**src/rtl/dcb_pkg.sv**
```systemverilog
package dcb_pkg;
    localparam int ADDR_W = 32;
    localparam int DATA_W = 32;
    localparam int LINES  = 16;
    localparam int WPL    = 4;
    localparam int BE_W   = DATA_W / 8;
    localparam int BOFF_W = $clog2(BE_W);
    localparam int WOFF_W = $clog2(WPL);
    localparam int IDX_W  = $clog2(LINES);
    localparam int TAG_W  = ADDR_W - IDX_W - WOFF_W - BOFF_W;
    localparam int DEPTH  = LINES * WPL;

    typedef logic [TAG_W-1:0]  tag_t;
    typedef logic [IDX_W-1:0]  idx_t;
    typedef logic [WOFF_W-1:0] woff_t;

    typedef enum logic [1:0] {ST_IDLE, ST_FILL, ST_SINGLE, ST_RESP} st_e;

    typedef struct packed {
        logic frz;
        logic en;
    } ctl_t;

    function automatic tag_t tag_of(input logic [ADDR_W-1:0] a);
        return a[ADDR_W-1 -: TAG_W];
    endfunction

    function automatic idx_t idx_of(input logic [ADDR_W-1:0] a);
        return a[BOFF_W+WOFF_W +: IDX_W];
    endfunction

    function automatic woff_t woff_of(input logic [ADDR_W-1:0] a);
        return a[BOFF_W +: WOFF_W];
    endfunction
endpackage

```
**src/rtl/dcb_tags.sv**
```systemverilog
module dcb_tags
    import dcb_pkg::*;
(
    input  logic             clk,
    input  logic             rst,
    input  idx_t             lk_idx,
    input  tag_t             lk_tag,
    output logic             lk_hit,
    input  logic             set_en,
    input  logic             inv_en,
    input  logic             clr_all,
    output logic [LINES-1:0] vld_o
);
    tag_t             tag_q [LINES];
    logic [LINES-1:0] vld_q;

    always_ff @(posedge clk) begin
        if (rst || clr_all) begin
            vld_q <= '0;
        end else begin
            if (inv_en) vld_q[lk_idx] <= 1'b0;
            if (set_en) vld_q[lk_idx] <= 1'b1;
        end
    end

    for (genvar g = 0; g < LINES; g++) begin : g_tag
        always_ff @(posedge clk) begin
            if (set_en && lk_idx == idx_t'(g)) tag_q[g] <= lk_tag;
        end
    end

    assign lk_hit = vld_q[lk_idx] && (tag_q[lk_idx] == lk_tag);
    assign vld_o  = vld_q;
endmodule

```
**src/rtl/dcb_data.sv**
```systemverilog
module dcb_data
    import dcb_pkg::*;
(
    input  logic              clk,
    input  idx_t              idx,
    input  woff_t             rd_woff,
    output logic [DATA_W-1:0] rd_word,
    input  logic              wr_en,
    input  woff_t             wr_woff,
    input  logic [BE_W-1:0]   wr_be,
    input  logic [DATA_W-1:0] wr_data
);
    localparam int PTR_W = IDX_W + WOFF_W;

    logic [DATA_W-1:0] word_q [DEPTH];
    logic [PTR_W-1:0]  wr_ptr;

    assign wr_ptr  = {idx, wr_woff};
    assign rd_word = word_q[{idx, rd_woff}];

    always_ff @(posedge clk) begin
        if (wr_en) begin
            for (int b = 0; b < BE_W; b++) begin
                if (wr_be[b]) word_q[wr_ptr][8*b +: 8] <= wr_data[8*b +: 8];
            end
        end
    end
endmodule

```
**src/rtl/dcb_ctrl.sv**
```systemverilog
module dcb_ctrl
    import dcb_pkg::*;
(
    input  logic              clk,
    input  logic              rst,
    input  ctl_t              ctl,
    input  logic              cpu_req,
    input  logic              cpu_we,
    input  logic [ADDR_W-1:0] cpu_addr,
    input  logic [DATA_W-1:0] cpu_wdata,
    input  logic [BE_W-1:0]   cpu_be,
    input  logic              cpu_inhibit,
    input  logic              cpu_locked,
    output logic              cpu_ready,
    output logic [DATA_W-1:0] cpu_rdata,
    input  logic              hit,
    input  logic [DATA_W-1:0] cached_word,
    output logic              tag_set,
    output logic              tag_inv,
    output logic              dwr_en,
    output woff_t             dwr_woff,
    output logic [BE_W-1:0]   dwr_be,
    output logic [DATA_W-1:0] dwr_data,
    output logic              bus_req,
    output logic              bus_we,
    output logic              bus_lock,
    output logic [ADDR_W-1:0] bus_addr,
    output logic [BE_W-1:0]   bus_be,
    output logic [DATA_W-1:0] bus_wdata,
    input  logic              bus_ack,
    input  logic [DATA_W-1:0] bus_rdata
);
    st_e               st_q, st_d;
    woff_t             beat_q;
    logic [DATA_W-1:0] rdata_q;
    logic              bypass, ld_rd, ld_from_bus, beat_adv;

    assign bypass    = cpu_inhibit | cpu_locked | ~ctl.en;
    assign bus_wdata = cpu_wdata;
    assign cpu_rdata = rdata_q;

    always_comb begin
        st_d        = st_q;
        ld_rd       = 1'b0;
        ld_from_bus = 1'b0;
        beat_adv    = 1'b0;
        tag_set     = 1'b0;
        tag_inv     = 1'b0;
        dwr_en      = 1'b0;
        dwr_woff    = woff_of(cpu_addr);
        dwr_be      = cpu_be;
        dwr_data    = cpu_wdata;
        bus_req     = 1'b0;
        bus_we      = 1'b0;
        bus_lock    = 1'b0;
        bus_addr    = cpu_addr;
        bus_be      = cpu_be;
        cpu_ready   = 1'b0;
        case (st_q)
            ST_IDLE: begin
                if (cpu_req) begin
                    if (cpu_we) begin
                        st_d   = ST_SINGLE;
                        dwr_en = hit;
                    end else if (!bypass && hit) begin
                        st_d  = ST_RESP;
                        ld_rd = 1'b1;
                    end else if (!bypass && !ctl.frz) begin
                        st_d    = ST_FILL;
                        tag_inv = 1'b1;
                    end else begin
                        st_d = ST_SINGLE;
                    end
                end
            end
            ST_SINGLE: begin
                bus_req  = 1'b1;
                bus_we   = cpu_we;
                bus_lock = cpu_locked;
                if (bus_ack) begin
                    st_d        = ST_RESP;
                    ld_rd       = ~cpu_we;
                    ld_from_bus = 1'b1;
                end
            end
            ST_FILL: begin
                bus_req  = 1'b1;
                bus_addr = {tag_of(cpu_addr), idx_of(cpu_addr), beat_q, {BOFF_W{1'b0}}};
                bus_be   = '1;
                if (bus_ack) begin
                    dwr_en      = 1'b1;
                    dwr_woff    = beat_q;
                    dwr_be      = '1;
                    dwr_data    = bus_rdata;
                    ld_rd       = (beat_q == woff_of(cpu_addr));
                    ld_from_bus = 1'b1;
                    beat_adv    = 1'b1;
                    if (beat_q == woff_t'(WPL-1)) begin
                        st_d    = ST_RESP;
                        tag_set = ~ctl.frz;
                    end
                end
            end
            ST_RESP: begin
                cpu_ready = 1'b1;
                st_d      = ST_IDLE;
            end
            default: st_d = ST_IDLE;
        endcase
    end

    always_ff @(posedge clk) begin
        if (rst) begin
            st_q    <= ST_IDLE;
            beat_q  <= '0;
            rdata_q <= '0;
        end else begin
            st_q <= st_d;
            if (st_q == ST_IDLE) beat_q <= '0;
            else if (beat_adv)   beat_q <= beat_q + woff_t'(1);
            if (ld_rd) rdata_q <= ld_from_bus ? bus_rdata : cached_word;
        end
    end
endmodule

```
**src/rtl/dcache_bypass.sv**
```systemverilog
module dcache_bypass
    import dcb_pkg::*;
(
    input  logic              clk,
    input  logic              rst,
    input  logic              cfg_we,
    input  logic [2:0]        cfg_wdata,
    input  logic              cpu_req,
    input  logic              cpu_we,
    input  logic [ADDR_W-1:0] cpu_addr,
    input  logic [DATA_W-1:0] cpu_wdata,
    input  logic [BE_W-1:0]   cpu_be,
    input  logic              cpu_inhibit,
    input  logic              cpu_locked,
    output logic              cpu_ready,
    output logic [DATA_W-1:0] cpu_rdata,
    output logic              bus_req,
    output logic              bus_we,
    output logic              bus_lock,
    output logic [ADDR_W-1:0] bus_addr,
    output logic [BE_W-1:0]   bus_be,
    output logic [DATA_W-1:0] bus_wdata,
    input  logic              bus_ack,
    input  logic [DATA_W-1:0] bus_rdata
);
    ctl_t              ctl_q;
    logic              clr_all, hit, tag_set, tag_inv, dwr_en;
    logic [LINES-1:0]  line_vld;
    logic [DATA_W-1:0] cached_word, dwr_data;
    logic [BE_W-1:0]   dwr_be;
    woff_t             dwr_woff;

    assign clr_all = cfg_we & cfg_wdata[2];

    always_ff @(posedge clk) begin
        if (rst)         ctl_q <= '0;
        else if (cfg_we) ctl_q <= '{frz: cfg_wdata[1], en: cfg_wdata[0]};
    end

    dcb_tags u_tags (
        .clk(clk), .rst(rst),
        .lk_idx(idx_of(cpu_addr)), .lk_tag(tag_of(cpu_addr)), .lk_hit(hit),
        .set_en(tag_set), .inv_en(tag_inv), .clr_all(clr_all), .vld_o(line_vld)
    );

    dcb_data u_data (
        .clk(clk), .idx(idx_of(cpu_addr)), .rd_woff(woff_of(cpu_addr)),
        .rd_word(cached_word), .wr_en(dwr_en), .wr_woff(dwr_woff),
        .wr_be(dwr_be), .wr_data(dwr_data)
    );

    dcb_ctrl u_ctrl (
        .clk(clk), .rst(rst), .ctl(ctl_q),
        .cpu_req(cpu_req), .cpu_we(cpu_we), .cpu_addr(cpu_addr),
        .cpu_wdata(cpu_wdata), .cpu_be(cpu_be), .cpu_inhibit(cpu_inhibit),
        .cpu_locked(cpu_locked), .cpu_ready(cpu_ready), .cpu_rdata(cpu_rdata),
        .hit(hit), .cached_word(cached_word),
        .tag_set(tag_set), .tag_inv(tag_inv),
        .dwr_en(dwr_en), .dwr_woff(dwr_woff), .dwr_be(dwr_be), .dwr_data(dwr_data),
        .bus_req(bus_req), .bus_we(bus_we), .bus_lock(bus_lock),
        .bus_addr(bus_addr), .bus_be(bus_be), .bus_wdata(bus_wdata),
        .bus_ack(bus_ack), .bus_rdata(bus_rdata)
    );
endmodule

```
**config.mk**
```make
export PLATFORM = sky130hd
export DESIGN_NAME = dcache_bypass
export DESIGN_NICKNAME = d
export VERILOG_FILES = /design/src/rtl/dcb_pkg.sv /design/src/rtl/dcb_tags.sv /design/src/rtl/dcb_data.sv /design/src/rtl/dcb_ctrl.sv /design/src/rtl/dcache_bypass.sv
export SDC_FILE = /design/constraint.sdc
export NUM_CORES = 2
export LEC_CHECK = 0
export BUFFER_PORTS_ARGS = -buffer_cell sky130_fd_sc_hd__buf_2
export CAP_MARGIN = 20
export CORE_UTILIZATION = 55
export CTS_CLUSTER_SIZE = 25
export DETAILED_ROUTE_END_ITERATION = 8
export PLACE_DENSITY = 0.71
export SETUP_SLACK_MARGIN = 0.4
export SYNTH_ARGS = -nofsm -noshare
export SYNTH_HDL_FRONTEND = slang
export SYNTH_SLANG_ARGS = --single-unit
```
**constraint.sdc**
```tcl
create_clock -name clk -period 5.6 [get_ports clk]
set_input_delay 0.56 -clock clk [delete_from_list [all_inputs] [get_ports clk]]
set_output_delay 0.56 -clock clk [all_outputs]
set_load 0.02 [all_outputs]
```
==> flow_summary.json <==
{
  "cts.repair.resized": 0,
  "wirelength_um": 256200,
  "die_area_um2": 182000,
  "cap_viol_max_count": 0,
  "grt_usage_pct": 28.43,
  "required_ps": 6180,
  "slowest_delay_ps": 580,
  "outcome": "finished, final reports clean",
  "p_leak_nw": 36.64,
  "rsz0062_at_grt": "no",
  "insertion_delay_ps": 880,
  "io_pins": 215,
  "grt_use_met3_pct": 4.989,
  "numClockSinks": 2486,
  "synth_area_um2": 99160,
  "fin_ws_ps": 1232,
  "skew_ps": 72.52,
  "max_slew.worst_pin.slew_ps": 1143,
  "cp_max_fo": 20,
  "reg2reg_to": "u_data.word_q[43][8]",
  "ys_async_sr_fraction_pct": 0,
  "ff2ff_path_depth": 10,
  "start_kind": "flip-flop",
  "clkTransAtPathRegs_ps": 70,
  "die_h_um": 426.6,
  "drt_drc_violations_left": 0,
  "gr-total-overflow": 0,
  "timing.fmax_mhz": 228.9,
  "finalHoldViolations": 0,
  "worstPathCellList": "mux4_2 > and2_0 > or4_1 > a221o_1 > nand2_1 > and4_1 > a31oi_4 > buf_12 > nor3_1 > buf_4",
  "synthToLayoutAreaGrowth_pct": 14.28,
  "yosys.area.top_type": "edfxtp_1",
  "path_buf_inv": 2,
  "gp_congestion": 0.8514,
  "post_cts_buffers": 0,
  "netlist_instances": 4803,
  "holdPathEnd": "u_ctrl.cpu_rdata[5]",
  "cts_made_buffers": 235,
  "synth_edf_count": 2432,
  "worstHoldPathCells": 3,
  "grt_pass1_vias": 52320,
  "cts.root.buffer_cell": "clkbuf_16",
  "dp_hpwl_um": 156100,
  "start_util_pct": 55.45,
  "rrSetupSlack_ps": 1230,
  "end_kind": "flip-flop",
  "final_antenna_net_count": 0,
  "busiest_layer": "met2",
  "synth_common_cells": "edfxtp_1 (2432), mux4_2 (674), nor3_1 (268), nand2_1 (185), clkbuf_1 (172)",
  "hold_class": "input port to flip-flop",
  "tns_ps": 0,
  "hp-start": "bus_rdata[5]",
  "rows": 155,
  "grtUsageMet1_pct": 38.93,
  "cts_tree": "yes",
  "antenna_found_initial": 8,
  "r2r-start": "u_tags.tag_q[15][19]",
  "crit_family": "simple AND/OR/NAND/NOR gates",
  "yosysWarningCount": 0,
  "maxSlewViolCount": 0,
  "synth_nets": 4920,
  "drive_gt1_share_pct": 32.85,
  "total_power_mw": 41.47,
  "period_minus_slack_ps": 4368,
  "setup_viol": 0,
  "path_class": "flip-flop to flip-flop",
  "dp_slack_ps": 503.1,
  "wl_per_cell_um": 32.41,
  "die_width_um": 426.6,
  "ys_types": 76,
  "cp_slowest_cell": "and4_1",
  "synthFlopType": "edfxtp_1",
  "synthTopCellsByArea": "edfxtp_1 (74%), mux4_2 (15%), mux2i_1 (1.6%), nor3_1 (1.4%), dfxtp_1 (1.1%)",
  "ctsHtreeMaxLevel": 4,
  "port_buffers": 214,
  "drt_iter0_markers": 6913,
  "grt_max_degree": 98,
  "cts_max_path_buffers": 3,
  "ys_seq_area_share_pct": 74.74,
  "max_slew_margin_pct": 23.71,
  "avgSynthCellArea_um2": 20.64,
  "nets": 5467,
  "grt_pass1_wl_um": 369500,
  "dr.pass1.iters": 5,
  "crit_arrival_ps": 4950,
  "grtUsageMet2_pct": 45.52,
  "fillCellCount": 11960,
  "peakVddDrop_mv": 0.3081,
  "yosysMostFrequentCell": "edfxtp_1",
  "fin_util_pct": 63.37,
  "core_area_um2": 178800,
  "yosysTopAreaCellShare_pct": 73.65,
  "synth_seq_cells": 2486,
  "period_share_pct": 78.00,
  "vias_per_cell": 6.615,
  "vias": 52290,
  "power_density_nw_per_um2": 366.0
}
## final cells by class
class / count / area (µm²) / area share (%)
antenna: 3 / 7.507 / 0.006625
clock buffer: 301 / 6168 / 5.444
clock inverter: 133 / 1510 / 1.333
inverter: 21 / 86.33 / 0.07619
multi-input combinational: 1900 / 23390 / 20.64
sequential: 2486 / 74110 / 65.40
tap: 2355 / 2947 / 2.600
timing repair buffer: 706 / 5099 / 4.500
## layout by cell type (no fill, tap or decap), drive strengths merged, types with 31 or more instances in the layout
master / instances
a21oi: 52
a22oi: 46
a31oi: 31
buf: 701
clkbuf: 302
clkinv: 92
dfxtp: 54
edfxtp: 2432
mux2i: 161
mux4: 674
nand2: 185
nor2: 50
nor3: 268
nor3b: 35
o21ai: 92
## metal layers
layer	vias to the layer above	share of wire [%]	wire length, µm
met5	-	0.013	34
met4	6	4.5	11560
met3	524	9.4	24040
met2	3126	49	125300
met1	27480	37	95330
li1	21150	-	-
## stage by stage
step	instances	hold slack, ps	area (µm²)
finish	7905	80.07	113300
global route	7902	53.17	113300
CTS	7902	19.95	113300
detailed placement	7464	508.4	105600
global placement	7460	487.2	105500
floorplan	4803	451.6	99160
## sequential cells by signal, summed over array words and instances (netlist names)
| name | cells |
|---|---|
| ctl_q | 2 |
| u_tags.tag_q | 384 |
| u_ctrl.st_q | 2 |
| u_ctrl.cpu_rdata | 32 |
| u_tags.vld_o | 16 |
| u_ctrl.beat_q | 2 |
| u_data.word_q | 2048 |
## how the worst max path moves through the flow
stage               slack [ps]  cells past startpoint                 start               endpoint
floorplan                  960                      7        u_ctrl.st_q[1]   u_data.word_q[0][22]
global placement           540                     12           cpu_addr[5]  u_data.word_q[46][12]
detailed placement         500                     12           cpu_addr[5]  u_data.word_q[10][13]
CTS                       1300                     10  u_tags.tag_q[10][12]  u_data.word_q[46][14]
global route              1080                     10  u_tags.tag_q[14][19]  u_data.word_q[46][14]
finish                    1230                     10  u_tags.tag_q[15][19]   u_data.word_q[43][8]
## power breakdown
group	leakage [nW]	switching, mW	total (mW)	internal (mW)
clock network	3.72	6.95	15.9	8.93
registers	22.3	0.0566	21.3	21.3
logic	10.6	3.12	4.26	1.14
## cell families (layout without fill, tap and decap cells)
logic type / Yosys count / count (layout) / synth area share (%)
adders and majority gates: 6 / 6 / 0.07571
AOI/OAI and AO/OA: 375 / 375 / 2.664
buffers and inverters: 417 / 1161 / 2.048
and+or+nand+nor: 654 / 654 / 3.258
xor gates and xnor gates: 24 / 24 / 0.2120
muxes: 841 / 841 / 17.00
DFF: 2486 / 2486 / 74.74
other: 0 / 3 / 0
## worst reg2reg max path, cell delays in order, from the launching register on
cell and delay (ps):
edfxtp_1 370, mux4_2 500, and2_0 180, or4_1 520, a221o_1 390, nand2_1 80, and4_1 580, a31oi_4 500
buf_12 380, nor3_1 360, buf_4 210
## what timing repair did
action / CTS / global route
endpoints found under the hold margin: 2 / 0
endpoints found under the setup margin: 0 / 0
hold buffers: 4 / 0
Power figures use the tool's default switching activity.
